**config.mk**
```make
export PLATFORM = sky130hd
export DESIGN_NAME = lsu_align_unit
export DESIGN_NICKNAME = d
export VERILOG_FILES = /design/src/rtl/lsu_align_pkg.sv /design/src/rtl/lsu_agen.sv /design/src/rtl/lsu_store_lane.sv /design/src/rtl/lsu_load_extract.sv /design/src/rtl/lsu_align_unit.sv
export SDC_FILE = /design/constraint.sdc
export NUM_CORES = 1
export LEC_CHECK = 0
export BUFFER_PORTS_ARGS = -buffer_cell sky130_fd_sc_hd__buf_4
export CORE_ASPECT_RATIO = 2
export CORE_MARGIN = 1.5
export CORE_UTILIZATION = 30
export CTS_CLUSTER_DIAMETER = 60
export DETAILED_ROUTE_END_ITERATION = 6
export HOLD_SLACK_MARGIN = 0.08
export SLEW_MARGIN = 20
export SYNTH_ARGS = -nofsm -noshare
export SYNTH_HDL_FRONTEND = slang
export SYNTH_HIERARCHICAL = 1
export SYNTH_SLANG_ARGS = --single-unit
```
**constraint.sdc**
```tcl
create_clock -name clk_i -period 2.8 [get_ports clk_i]
set_input_delay 0.56 -clock clk_i [delete_from_list [all_inputs] [get_ports clk_i]]
set_output_delay 0.56 -clock clk_i [all_outputs]
set_load 0.03 [all_outputs]
```
**src/rtl/lsu_align_pkg.sv**
```systemverilog
package lsu_align_pkg;
  typedef enum logic [1:0] {
    SZ_BYTE = 2'b00,
    SZ_HALF = 2'b01,
    SZ_WORD = 2'b10,
    SZ_WALT = 2'b11
  } size_e;
endpackage

```
**src/rtl/lsu_agen.sv**
```systemverilog
module lsu_agen
  import lsu_align_pkg::*;
#(
  parameter int XLEN  = 32,
  parameter int IMM_W = 16
) (
  input  logic [XLEN-1:0]  base_i,
  input  logic [IMM_W-1:0] imm_i,
  input  size_e            size_i,
  output logic [XLEN-1:0]  addr_o,
  output logic             misalign_o
);
  localparam int EXT_W = XLEN - IMM_W;

  assign addr_o = base_i + {{EXT_W{imm_i[IMM_W-1]}}, imm_i};

  always_comb begin
    unique case (size_i)
      SZ_BYTE: misalign_o = 1'b0;
      SZ_HALF: misalign_o = addr_o[0];
      default: misalign_o = |addr_o[1:0];
    endcase
  end
endmodule

```
**src/rtl/lsu_store_lane.sv**
```systemverilog
module lsu_store_lane
  import lsu_align_pkg::*;
#(
  parameter int XLEN = 32
) (
  input  size_e                      size_i,
  input  logic [$clog2(XLEN/8)-1:0]  off_i,
  input  logic [XLEN-1:0]            wdata_i,
  output logic [XLEN/8-1:0]          be_o,
  output logic [XLEN-1:0]            wdata_o
);
  localparam int LANES = XLEN / 8;
  localparam int OFF_W = $clog2(LANES);

  for (genvar i = 0; i < LANES; i++) begin : g_lane
    localparam logic [OFF_W-1:0] LANE_ID = OFF_W'(i);
    always_comb begin
      unique case (size_i)
        SZ_BYTE: begin
          be_o[i]         = (off_i == LANE_ID);
          wdata_o[8*i+:8] = wdata_i[7:0];
        end
        SZ_HALF: begin
          be_o[i]         = (off_i[OFF_W-1:1] == LANE_ID[OFF_W-1:1]);
          wdata_o[8*i+:8] = wdata_i[8*(i%2)+:8];
        end
        default: begin
          be_o[i]         = 1'b1;
          wdata_o[8*i+:8] = wdata_i[8*i+:8];
        end
      endcase
    end
  end
endmodule

```
**src/rtl/lsu_load_extract.sv**
```systemverilog
module lsu_load_extract
  import lsu_align_pkg::*;
#(
  parameter int XLEN = 32
) (
  input  size_e                      size_i,
  input  logic                       unsigned_i,
  input  logic [$clog2(XLEN/8)-1:0]  off_i,
  input  logic [XLEN-1:0]            rdata_i,
  output logic [XLEN-1:0]            result_o
);
  localparam int OFF_W = $clog2(XLEN / 8);

  logic [XLEN-1:0] shifted;
  logic            fill;

  assign shifted = rdata_i >> {off_i, 3'b000};

  always_comb begin
    unique case (size_i)
      SZ_BYTE: begin
        fill     = ~unsigned_i & shifted[7];
        result_o = {{(XLEN-8){fill}}, shifted[7:0]};
      end
      SZ_HALF: begin
        fill     = ~unsigned_i & shifted[15];
        result_o = {{(XLEN-16){fill}}, shifted[15:0]};
      end
      default: begin
        fill     = 1'b0;
        result_o = shifted;
      end
    endcase
  end

  // a zero-extended byte has no bits above lane 0
  always_comb begin
    if (size_i == SZ_BYTE && unsigned_i)
      p_zext_byte_r8: assert (result_o[XLEN-1:8] == '0);
  end

  localparam int UNUSED_OFF_W = OFF_W;
endmodule

```
**src/rtl/lsu_align_unit.sv**
```systemverilog
module lsu_align_unit
  import lsu_align_pkg::*;
#(
  parameter int XLEN   = 32,
  parameter int IMM_W  = 16,
  parameter int REG_AW = 5
) (
  input  logic              clk_i,
  input  logic              rst_ni,
  input  logic              req_valid_i,
  input  logic              req_store_i,
  input  logic [1:0]        req_size_i,
  input  logic              req_unsigned_i,
  input  logic [XLEN-1:0]   base_i,
  input  logic [IMM_W-1:0]  imm_i,
  input  logic [XLEN-1:0]   wdata_i,
  input  logic [REG_AW-1:0] rt_i,
  output logic              mem_req_o,
  output logic              mem_we_o,
  output logic [XLEN-1:0]   mem_addr_o,
  output logic [XLEN/8-1:0] mem_be_o,
  output logic [XLEN-1:0]   mem_wdata_o,
  input  logic              mem_rvalid_i,
  input  logic [XLEN-1:0]   mem_rdata_i,
  output logic              rf_we_o,
  output logic [REG_AW-1:0] rf_waddr_o,
  output logic [XLEN-1:0]   rf_wdata_o,
  output logic              exc_load_o,
  output logic              exc_store_o
);
  localparam int LANES = XLEN / 8;
  localparam int OFF_W = $clog2(LANES);

  size_e             size;
  logic              misalign;
  logic [LANES-1:0]  lane_be;
  logic              load_go;

  logic              pend_q;
  size_e             pend_size_q;
  logic              pend_uns_q;
  logic [OFF_W-1:0]  pend_off_q;
  logic [REG_AW-1:0] pend_rt_q;

  assign size = size_e'(req_size_i);

  lsu_agen #(.XLEN(XLEN), .IMM_W(IMM_W)) u_agen (
    .base_i     (base_i),
    .imm_i      (imm_i),
    .size_i     (size),
    .addr_o     (mem_addr_o),
    .misalign_o (misalign)
  );

  lsu_store_lane #(.XLEN(XLEN)) u_store (
    .size_i  (size),
    .off_i   (mem_addr_o[OFF_W-1:0]),
    .wdata_i (wdata_i),
    .be_o    (lane_be),
    .wdata_o (mem_wdata_o)
  );

  assign exc_load_o  = req_valid_i & ~req_store_i & misalign;
  assign exc_store_o = req_valid_i &  req_store_i & misalign;
  assign mem_req_o   = req_valid_i & ~misalign;
  assign mem_we_o    = req_store_i;
  assign mem_be_o    = mem_req_o ? lane_be : '0;
  assign load_go     = mem_req_o & ~req_store_i;

  always_ff @(posedge clk_i or negedge rst_ni) begin
    if (!rst_ni) begin
      pend_q      <= 1'b0;
      pend_size_q <= SZ_WORD;
      pend_uns_q  <= 1'b0;
      pend_off_q  <= '0;
      pend_rt_q   <= '0;
    end else if (load_go) begin
      pend_q      <= 1'b1;
      pend_size_q <= size;
      pend_uns_q  <= req_unsigned_i;
      pend_off_q  <= mem_addr_o[OFF_W-1:0];
      pend_rt_q   <= rt_i;
    end else if (mem_rvalid_i) begin
      pend_q <= 1'b0;
    end
  end

  lsu_load_extract #(.XLEN(XLEN)) u_load (
    .size_i     (pend_size_q),
    .unsigned_i (pend_uns_q),
    .off_i      (pend_off_q),
    .rdata_i    (mem_rdata_i),
    .result_o   (rf_wdata_o)
  );

  assign rf_we_o    = pend_q & mem_rvalid_i;
  assign rf_waddr_o = pend_rt_q;

  // a trapped access never reaches memory
  p_exc_blocks_req_r4: assert property (@(posedge clk_i) disable iff (!rst_ni)
    (exc_load_o | exc_store_o) |-> (!mem_req_o && mem_be_o == '0));

  // no register write in the cycle after a trapped load
  p_exc_no_write_r4: assert property (@(posedge clk_i) disable iff (!rst_ni)
    (exc_load_o && !mem_req_o) |=> !rf_we_o);

  // issued halfwords and words are naturally aligned
  p_issued_aligned_r3: assert property (@(posedge clk_i) disable iff (!rst_ni)
    mem_req_o |-> ((size == SZ_HALF) ? !mem_addr_o[0] :
                   (size == SZ_BYTE) ? 1'b1 : (mem_addr_o[1:0] == 2'b00)));

  // lane count follows access size
  p_lane_count_r5: assert property (@(posedge clk_i) disable iff (!rst_ni)
    mem_req_o |-> ($countones(mem_be_o) ==
                   ((size == SZ_BYTE) ? 1 : (size == SZ_HALF) ? 2 : LANES)));

  // idle cycles issue nothing and trap nothing
  p_idle_quiet_r9: assert property (@(posedge clk_i) disable iff (!rst_ni)
    !req_valid_i |-> !(mem_req_o | exc_load_o | exc_store_o));
endmodule

```
* Yosys cells after proc, flatten, opt, wreduce, memory -nomap -nowiden
Cells that the tools add are included.
Operators by class: $add $sub $neg 1, equality and inequality tests 5, shifts and indexed selects 1, muxes and demuxes 12, bitwise gates (word level) 13, reduce and logical (&&, ||, !) cells 6
Operator list (count):
- 32-bit one-hot mux with 2 select lines | 1
- 32-bit adder | 1
- 32-bit by 5-bit right shift with 32-bit output | 1
- 8-bit 2-to-1 mux | 2
- 8-bit one-hot mux with 2 select lines | 1
- 1-bit one-hot mux with 2 select lines | 5
- 1-bit bitwise AND | 9
- 2-bit by 1-bit equality test with 1-bit output (second input constant) | 3
- 2-bit logical NOT | 3
- 2-bit equality test (second input constant) | 2
- 4-bit 2-to-1 mux | 1
- 1-bit inverter | 4
- 2-bit OR reduction | 2
- 1-bit 2-to-1 mux | 2
- 2-bit nonzero test | 1
Word-level totals: flip-flop bits (word level) 11, input port bits 125, output and inout port bits 110, logic and storage cells 43

* Longest topological paths before layout
Gate-level depths: netlist (run 1).
depth after elaboration 7, gate-level depth with buffers 9, mapped depth without buffers 9

* Modules after synthesis
Netlist (run 1), hierarchy kept.
Modules (own cells, without submodules):
- lsu_agen | times used 1, cells an instance 244, area each 1756.7 µm², seq. area each 0.0 µm²
- lsu_load_extract | times used 1, cells an instance 103, area each 768.2 µm², seq. area each 0.0 µm²
- lsu_store_lane | times used 1, cells an instance 60, area each 531.8 µm², seq. area each 0.0 µm²
- lsu_align_unit | times used 1, cells an instance 35, area each 494.2 µm², seq. area each 276.5 µm²

* Worst setup path after synthesis (run 1)
OpenSTA, ideal clock, no wires.
path kind input port to output port, start input base_i[0], end output mem_addr_o[26], arrival 2760 ps, required time 2240 ps, setup slack -520 ps, stages on the path 9, buffers on the path 0, cells stage by stage ha_1 fa_1 a21o_1 a31o_2 nand3_1 o221ai_1 a311oi_1 o21bai_1 xor2_1
Between the ends: longest elaborated chain between the ends 1
RTL lines:
- start: declaration | RTL line lsu_align_unit.sv:14 | input logic [XLEN-1:0] base_i,
- 32-bit adder | RTL line lsu_agen.sv:15 | assign addr_o = base_i + {{EXT_W{imm_i[IMM_W-1]}}, imm_i};
- end: declaration | RTL line lsu_align_unit.sv:20 | output logic [XLEN-1:0] mem_addr_o,
No other way between the ends.

* Worst setup path in the final report (run 1)
start input imm_i[4], end output mem_addr_o[31]
Between the ends: longest elaborated chain between the ends 1
RTL lines:
- start: declaration | RTL line lsu_align_unit.sv:15 | input logic [IMM_W-1:0] imm_i,
- 32-bit adder | RTL line lsu_agen.sv:15
No other way between the ends.

==> flow_summary.json, run 1 <==
{
  "finalHoldViolations": 0,
  "ctsHoldBuffers": 0,
  "overflow": 0,
  "synth-compound-area-share_pct": 32.0,
  "drtPass1Iterations": 6,
  "slew_violations": 0,
  "clk_pin_slew_ns": 0.04,
  "leakage_uw": 0.00334,
  "grt_pass1_wl_mm": 23.6,
  "grt_pass1_vias": 5087,
  "cp-end-kind": "primary output",
  "synth_edf_count": 0,
  "ys_warn_count": 6,
  "max_clock_freq_mhz": 316,
  "floorplan.die.width_um": 79.9,
  "yosysTopAreaCellShare_pct": 10.9,
  "reg2reg_from": "pend_off_q[1]",
  "drtIter0Drc": 107,
  "num_rows": 56,
  "hp-class": "in2async",
  "die_y_um": 157,
  "setup_viol": 22,
  "ir_worst_vdd_uv": 354,
  "root_buffer": "clkbuf_16",
  "period_share_pct": 113,
  "grt_antenna_before_repair": 0,
  "seqCellArea_um2": 277,
  "rr_worst_depth": 2,
  "cts_buffer_depth": 2,
  "drc": 0,
  "yosysMostFrequentCell": "a21oi_1",
  "maxCapViolCount": 0,
  "postRouteAntennaNets": 0,
  "dieArea_mm2": 0.0125,
  "cp-start-kind": "input pin",
  "syn_avg_cell_area_um2": 8.03,
  "ys_top_cells_by_count": "52 x a21oi_1, 31 x ha_1, 28 x nand2_1, 27 x mux2_2, 26 x mux2i_1",
  "place_hpwl_mm": 12.6,
  "synth_xor_area_share_pct": 7.15,
  "crit_arrival_ns": 2.60,
  "critPathMaxFanout": 4,
  "fillCellCount": 1043,
  "vias_per_cell": 5.27,
  "worstSetupPathType": "in2out",
  "slew_headroom_pct": 68.3,
  "wl_per_cell_um": 17.2,
  "fin_nets": 906,
  "rrSetupSlack_ns": 1.65,
  "yosys.area_share.simple_pct": 17.4,
  "initial_core_util_pct": 30.5,
  "clk_latency_ns": 0.23,
  "syn_nets": 599,
  "worst_slack_ns": -0.363,
  "syn_inst": 442,
  "cts-buffers-inserted": 3,
  "htreeDepth": 1,
  "io_buffers": 234,
  "ys_ff_latch": 11,
  "finalClockSkew_ns": 0,
  "powerDensity_mw_per_mm2": 518,
  "grt_use_total_pct": 23.6,
  "synthArstFlopShare_pct": 100,
  "required_ns": 2.24,
  "post_synth_main_area_contributors": "ha_1 11%, mux2_2 8.6%, a21oi_1 7.3%, mux2i_1 7.3%, dfrtp_1 7.0%",
  "muxShareOfSynthArea_pct": 16.7,
  "violations": "setup timing",
  "cts_tree": "done",
  "core_mm2": 0.0116,
  "syn_area_mm2": 0.00355,
  "pin_count": 235,
  "yosys.area.top_type": "ha_1",
  "ys_seq_area_share_pct": 7.79,
  "routed_wl_mm": 15.4,
  "drive_gt1_share_pct": 67.6,
  "synth_top_family_by_area": "compound AO/OA/AOI/OAI gates",
  "grt_max_degree": 33,
  "hold_slack_ns": 0.148,
  "syn_to_final_growth_pct": 102,
  "run_status": "complete, but fails checks",
  "min_period_ns": 3.16,
  "synth_adder_area_share_pct": 11.5,
  "place_congestion": 0.884,
  "num_antenna_cells": 0,
  "cts.sinks": 11,
  "worstMarginPinSlew_ns": 0.473,
  "multiInputGateArea_mm2": 0.00383,
  "synthFlopType": "dfrtp_1",
  "netlist-cell-type-count": 68,
  "rsz0062_at_grt": "yes",
  "vias": 4703,
  "r2r-end": "pend_off_q[1]",
  "tns_ns": -4.50
}
## logic make-up (layout without fill, tap and decap cells)
kind of cell               count (synthesis)  count (layout)
muxes                                     55              55
AOI/OAI and AO/OA                        158             158
buffers and inverters                     43             349
adders and majority gates                 32              32
xor gates and xnor gates                  29              29
DFF                                       11              11
and+or+nand+nor                          114             114
## sequential cells by signal, summed over array words and instances, names as in the netlist
register / cells
rf_waddr_o: 5
pend_off_q: 2
pend_size_q: 2
pend_q: 1
pend_uns_q: 1
## metal layers
layer  track usage, %  wire (um)
met3             3.50        865
met1             20.9       4910
met2             49.2       9070
met4             10.3        505
met5                0          0
## layout by cell type (no fill, tap or decap), types with 3 or more instances in the layout
cell type,Yosys,final
buf_4,11,281
buf_6,6,53
a21oi_1,52,32
mux2_2,27,27
mux2i_1,26,26
nand2_1,28,24
a21o_1,21,21
ha_4,0,20
nor2_1,19,16
a21oi_2,0,15
or2_2,12,12
o21ai_2,9,12
dfrtp_1,10,10
nor2b_1,10,10
xnor2_2,0,9
o22ai_1,9,9
ha_1,31,9
o21ai_1,1,8
nand4_1,8,8
o2bb2ai_1,8,8
inv_1,8,7
xor2_1,15,7
xor2_2,0,7
a211oi_1,10,7
o21bai_1,6,6
nand3_1,10,6
a21oi_4,0,5
xnor2_1,14,5
and2_1,6,4
nor2_2,1,4
clkbuf_16,0,3
o211ai_1,3,3
o221ai_4,1,3
nand2b_1,3,3
nand3_2,0,3
nand2_2,0,3
## worst max-delay path by stage
stage	start	endpoint	slack [ns]	cells past startpoint
after CTS	imm_i[10]	mem_addr_o[31]	-0.35	10
after global placement	base_i[7]	mem_addr_o[30]	-0.56	10
after floorplan	imm_i[4]	mem_addr_o[31]	-0.14	8
final	imm_i[4]	mem_addr_o[31]	-0.36	10
after global routing	imm_i[15]	mem_addr_o[31]	-0.42	10
after detailed placement	base_i[7]	mem_addr_o[30]	-0.62	10
## where the power goes
part           internal (uW)  total, uW  switching, uW
clock network            191        256           64.9
logic                   1400       3200           1800
registers                203        246           43.0
## area by class of cell
class,instances,area share [%]
multi-input combinational,388,53.6
timing repair buffer,337,38.5
sequential,11,3.86
tap,145,2.54
clock buffer,4,1.10
inverter,8,0.420
## stage by stage
| stage | cells | setup WS (ns) | util, % | area [um2] | total power [uW] |
|---|---|---|---|---|---|
| floorplan | 442 | -0.145 | - | 3840 | 2110 |
| global placement | 875 | -0.564 | 53.5 | 6220 | 3130 |
| detailed placement | 875 | -0.625 | 53.5 | 6220 | 3170 |
| CTS | 890 | -0.346 | 59.5 | 6920 | 3630 |
| global route | 893 | -0.419 | 61.5 | 7160 | 3900 |
| finish | 893 | -0.363 | 61.5 | 7160 | 3710 |
## critical path, cell delays in order
cell and delay [ns]:
buf_6 0.10, ha_4 0.28, o211ai_1 0.15, o21ai_4 0.22, o21bai_4 0.09, a22oi_4 0.23
a311oi_4 0.13, o311a_1 0.31, or3_4 0.38, buf_6 0.15
## timing repair
action                                  CTS  global route
endpoints found under the setup margin   23            25
buffers inserted                         11             5
pin swaps                                59            18
gates resized for setup                 109            42
(Power assumes the default switching activity.)
==> inputs of run 2 (changes only) <==
CTS_CLUSTER_DIAMETER = 200   (was 60)
clock period = 2.9 ns   (was 2.8 ns; I/O delays follow)
==> flow_summary.json, run 2 (synthesized netlist as in run 1, its figures left out) <==
{
  "floorplan.die.width_um": 79.9,
  "clk_latency_ns": 0.24,
  "syn_to_final_growth_pct": 97.6,
  "clk_pin_slew_ns": 0.04,
  "largest_reg_flops": 5,
  "postRouteAntennaNets": 0,
  "cts_tree": "done",
  "place_congestion": 0.901,
  "required_ns": 2.32,
  "crit_arrival_ns": 2.63,
  "vias_per_cell": 5.19,
  "grt_max_degree": 33,
  "reg2reg_from": "pend_off_q[1]",
  "cp-end-kind": "primary output",
  "setup_viol": 19,
  "cp_cell_sequence": "buf_6, ha_4, and3_4, o211ai_1, o21bai_4, a22oi_4, a311oi_4, o311a_1, or3_4, buf_6",
  "grt_pass1_wl_mm": 23.0,
  "cpPeakStageDelay_ns": 0.36,
  "critPathLaunch": "imm_i[10]",
  "die_y_um": 157,
  "core_mm2": 0.0116,
  "critPathMaxFanout": 4,
  "maxCapViolCount": 0,
  "max_clock_freq_mhz": 311,
  "tns_ns": -3.62,
  "rsz0062_at_grt": "yes",
  "place_hpwl_mm": 12.8,
  "violations": "setup timing",
  "final_cell_mix": "298 x buf_4, 41 x buf_6, 34 x a21oi_1",
  "slew_violations": 0,
  "cts_buffer_depth": 2,
  "ir_worst_vdd_uv": 398,
  "ctsHoldBuffers": 0,
  "min_period_ns": 3.21,
  "hold_slack_ns": 0.167,
  "hp-class": "in2async",
  "dieArea_mm2": 0.0125,
  "worst_slack_ns": -0.312,
  "cts.sinks": 11,
  "drtPass1Iterations": 4,
  "period_share_pct": 111,
  "vias": 4649,
  "drc": 0,
  "grt_use_total_pct": 23.0,
  "run_status": "complete, but fails checks",
  "cts-buffers-inserted": 3,
  "routed_wl_mm": 15.4,
  "wl_per_cell_um": 17.2,
  "root_buffer": "clkbuf_16",
  "slowest_stage": "or3_4",
  "powerDensity_mw_per_mm2": 509,
  "num_rows": 56,
  "finalHoldViolations": 0,
  "overflow": 0,
  "cp-start-kind": "input pin",
  "leakage_uw": 0.00330,
  "cp_top_family": "compound AO/OA/AOI/OAI gates",
  "layout_commonest_cell": "buf_4",
  "initial_core_util_pct": 30.5,
  "fin_nets": 909,
  "finalClockSkew_ns": 0,
  "worstSetupPathType": "in2out",
  "drive_gt1_share_pct": 66.0,
  "worstMarginPinSlew_ns": 0.586,
  "fin_total_pwr_uw": 3570,
  "num_antenna_cells": 0,
  "crit_buf_inv": 2,
  "grt_pass1_vias": 4736,
  "htreeDepth": 1,
  "drtIter0Drc": 150,
  "io_buffers": 234,
  "crit_top_cell": "buf_6",
  "pin_count": 235,
  "grt_antenna_before_repair": 0,
  "slew_headroom_pct": 60.8
}
## run 2: changes by cell type in the layout (fill, tap and decap cells not counted), moves of 3 or more
cell / delta
buf_6: -12
buf_4: +17
o21ai_0: +5
o21ai_1: -4
xor2_1: -3
xor2_2: +3
## run 2: worst paths after layout
path | to | slack, ns | depth (start not counted)
setup reg to reg | pend_off_q[1] | 1.89 | 1
max in group asynchronous | pend_size_q[1] | 2.51 | 1
setup / recovery | mem_addr_o[31] | -0.31 | 10
hold / removal | rf_waddr_o[3] | 0.17 | 1
min in group clk_i | pend_q | 0.48 | 1
hold reg to reg | pend_q | 0.48 | 1
## run 2: metal layers
metal	track usage (%)	vias to the layer above	wire length (um)
met5	0	-	0
met4	6.57	0	347
met3	3.73	23	998
met2	48.5	181	9040
met1	21.1	2185	5050
li1	-	2260	-
## run 2: through the flow
stage	utilization, %	setup slack (ns)	std cells	cell area, um2
2_1_floorplan	-	-0.0848	442	3830
3_3_place_gp	53.4	-0.412	877	6210
3_5_place_dp	53.4	-0.448	877	6210
4_1_cts	58.3	-0.346	893	6780
5_1_grt	60.3	-0.400	896	7020
6_report	60.3	-0.312	896	7020
## run 2: repair_timing
item                       CTS  global route
pin swaps                   50            16
setup endpoints to repair   22            22
buffers inserted            13             3
gates resized for setup     80            36
## run 2: where the power goes
group | total, uW | leakage, uW | switching [uW] | internal [uW]
clock | 248 | 0.0000382 | 63.8 | 184
sequential | 247 | 0.000130 | 51.3 | 196
combinational | 3080 | 0.00314 | 1750 | 1320
total | 3570 | 0.00330 | 1870 | 1700
## run 2: final cells by class
| class | instances | area (um2) |
|---|---|---|
| fillers | 1045 | 4620 |
| multi-input cells | 388 | 3730 |
| flip-flops and latches | 11 | 277 |
| repair buffers | 340 | 2720 |
| clock buffers | 4 | 78.8 |
| inverters | 8 | 30.0 |
| well taps | 145 | 181 |
==> inputs of run 3 (changes only) <==
BUFFER_PORTS_ARGS = default   (was -buffer_cell sky130_fd_sc_hd__buf_4)
CORE_MARGIN = 5   (was 1.5)
DONT_BUFFER_PORTS = 1   (was default)
PLACE_DENSITY = 0.51   (was default)
==> flow_summary.json, run 3 (synthesized netlist as in run 1, its figures left out) <==
{
  "overflow": 0,
  "die_y_um": 164,
  "htreeDepth": 1,
  "drtIter0Drc": 102,
  "worst_slack_ns": -0.169,
  "routed_wl_mm": 13.4,
  "initial_core_util_pct": 30.3,
  "cts_tree": "done",
  "seqCellArea_um2": 277,
  "slowest_stage": "or3_4",
  "grt_use_total_pct": 17.4,
  "tns_ns": -0.993,
  "max_clock_freq_mhz": 326,
  "core_mm2": 0.0117,
  "io_buffers": 0,
  "cts.sinks": 11,
  "place_hpwl_mm": 11.1,
  "worstMarginPinSlew_ns": 0.697,
  "fin_nets": 742,
  "clk_latency_ns": 0.23,
  "vias_per_cell": 5.45,
  "vias": 3974,
  "layout_commonest_cell": "buf_4",
  "required_ns": 2.32,
  "cp-end-kind": "primary output",
  "hold_slack_ns": 0.188,
  "violations": "setup timing",
  "maxCapViolCount": 0,
  "ir_worst_vdd_uv": 440,
  "finalHoldViolations": 0,
  "hp-class": "in2async",
  "rr_worst_depth": 2,
  "pre_cts_slack_ns": -0.301,
  "syn_to_final_growth_pct": 57.4,
  "cts-buffers-inserted": 3,
  "root_buffer": "clkbuf_16",
  "drtPass1Iterations": 5,
  "critPathLaunch": "base_i[4]",
  "cp_cell_sequence": "ha_4, o211ai_1, o21ai_2, o21bai_4, a22oi_4, a311oi_4, o311a_1, or3_4",
  "multiInputGateArea_mm2": 0.00364,
  "utilization_pct": 47.8,
  "drive_gt1_share_pct": 55.3,
  "min_period_ns": 3.07,
  "wl_per_cell_um": 18.3,
  "grt_antenna_before_repair": 0,
  "finalClockSkew_ns": 0,
  "crit_arrival_ns": 2.49,
  "pin_count": 235,
  "cts_buffer_depth": 2,
  "worstSetupPathType": "in2out",
  "num_antenna_cells": 0,
  "rsz0062_at_grt": "yes",
  "floorplan.die.width_um": 86.9,
  "cp-start-kind": "input pin",
  "clk_pin_slew_ns": 0.04,
  "slew_violations": 0,
  "cpPeakStageDelay_ns": 0.43,
  "dieArea_mm2": 0.0142,
  "grt_pass1_vias": 4364,
  "largest_reg_flops": 5,
  "powerDensity_mw_per_mm2": 572,
  "grt_max_degree": 33,
  "slew_headroom_pct": 53.2,
  "run_status": "complete, but fails checks",
  "critPathMaxFanout": 5,
  "leakage_uw": 0.00246,
  "grt_pass1_wl_mm": 20.6,
  "final_cell_mix": "153 x buf_4, 35 x a21oi_1, 27 x mux2_2",
  "reg2reg_from": "pend_off_q[1]",
  "drc": 0,
  "place_congestion": 0.880,
  "rrSetupSlack_ns": 1.85,
  "postRouteAntennaNets": 0,
  "r2r-end": "pend_off_q[1]",
  "period_share_pct": 106,
  "num_rows": 56,
  "fillCellCount": 1117,
  "setup_viol": 14
}
[run 3: layout make-up]
type | count | area share [%]
clock buffers | 4 | 1.41
well taps | 145 | 3.25
flip-flops and latches | 11 | 4.95
repair buffers | 173 | 24.7
multi-input cells | 388 | 65.2
inverters | 8 | 0.537
[run 3: worst max-delay path by stage]
stage | endpoint | slack, ns
global route | mem_addr_o[31] | -0.24
global placement | mem_addr_o[26] | -0.23
CTS | mem_addr_o[26] | -0.16
floorplan | mem_addr_o[31] | -0.08
detailed placement | mem_addr_o[26] | -0.30
finish | mem_addr_o[31] | -0.17
[run 3: through the flow]
step           power [uW]  cells  instance area, um2
6_report             3200    729                5590
5_1_grt              3380    729                5590
4_1_cts              3120    720                5320
3_5_place_dp         2780    706                4940
3_3_place_gp         2750    706                4940
2_1_floorplan        2030    442                3830
[run 3: where the power goes]
part	internal (uW)	switching [uW]
clock	184	61.3
combinational	1120	1560
sequential	196	78.8
total	1500	1700
[run 3: critical path, delay by kind of cell]
family	cells	cell delay, ns
AO/OA/AOI/OAI	6	1.19
adder cells (fa/ha/maj)	1	0.27
AND/OR/NAND/NOR	1	0.43
[run 3: what timing repair did]
action | CTS | global route
hold buffers | 1 | 0
pin swaps | 16 | 35
setup buffers | 9 | 12
endpoints found under the setup margin | 17 | 23
resized for setup | 39 | 42
hold endpoints to repair | 10 | 0
[run 3: routing by layer]
layer / share of wire, % / up-vias / track usage [%] / wire length (um)
met5: 0 / - / 0 / 0
met4: 2.9 / 0 / 5.67 / 385
met3: 6.8 / 29 / 3.56 / 911
met2: 57 / 158 / 34.8 / 7580
met1: 34 / 1855 / 17.0 / 4470
li1: - / 1932 / - / -
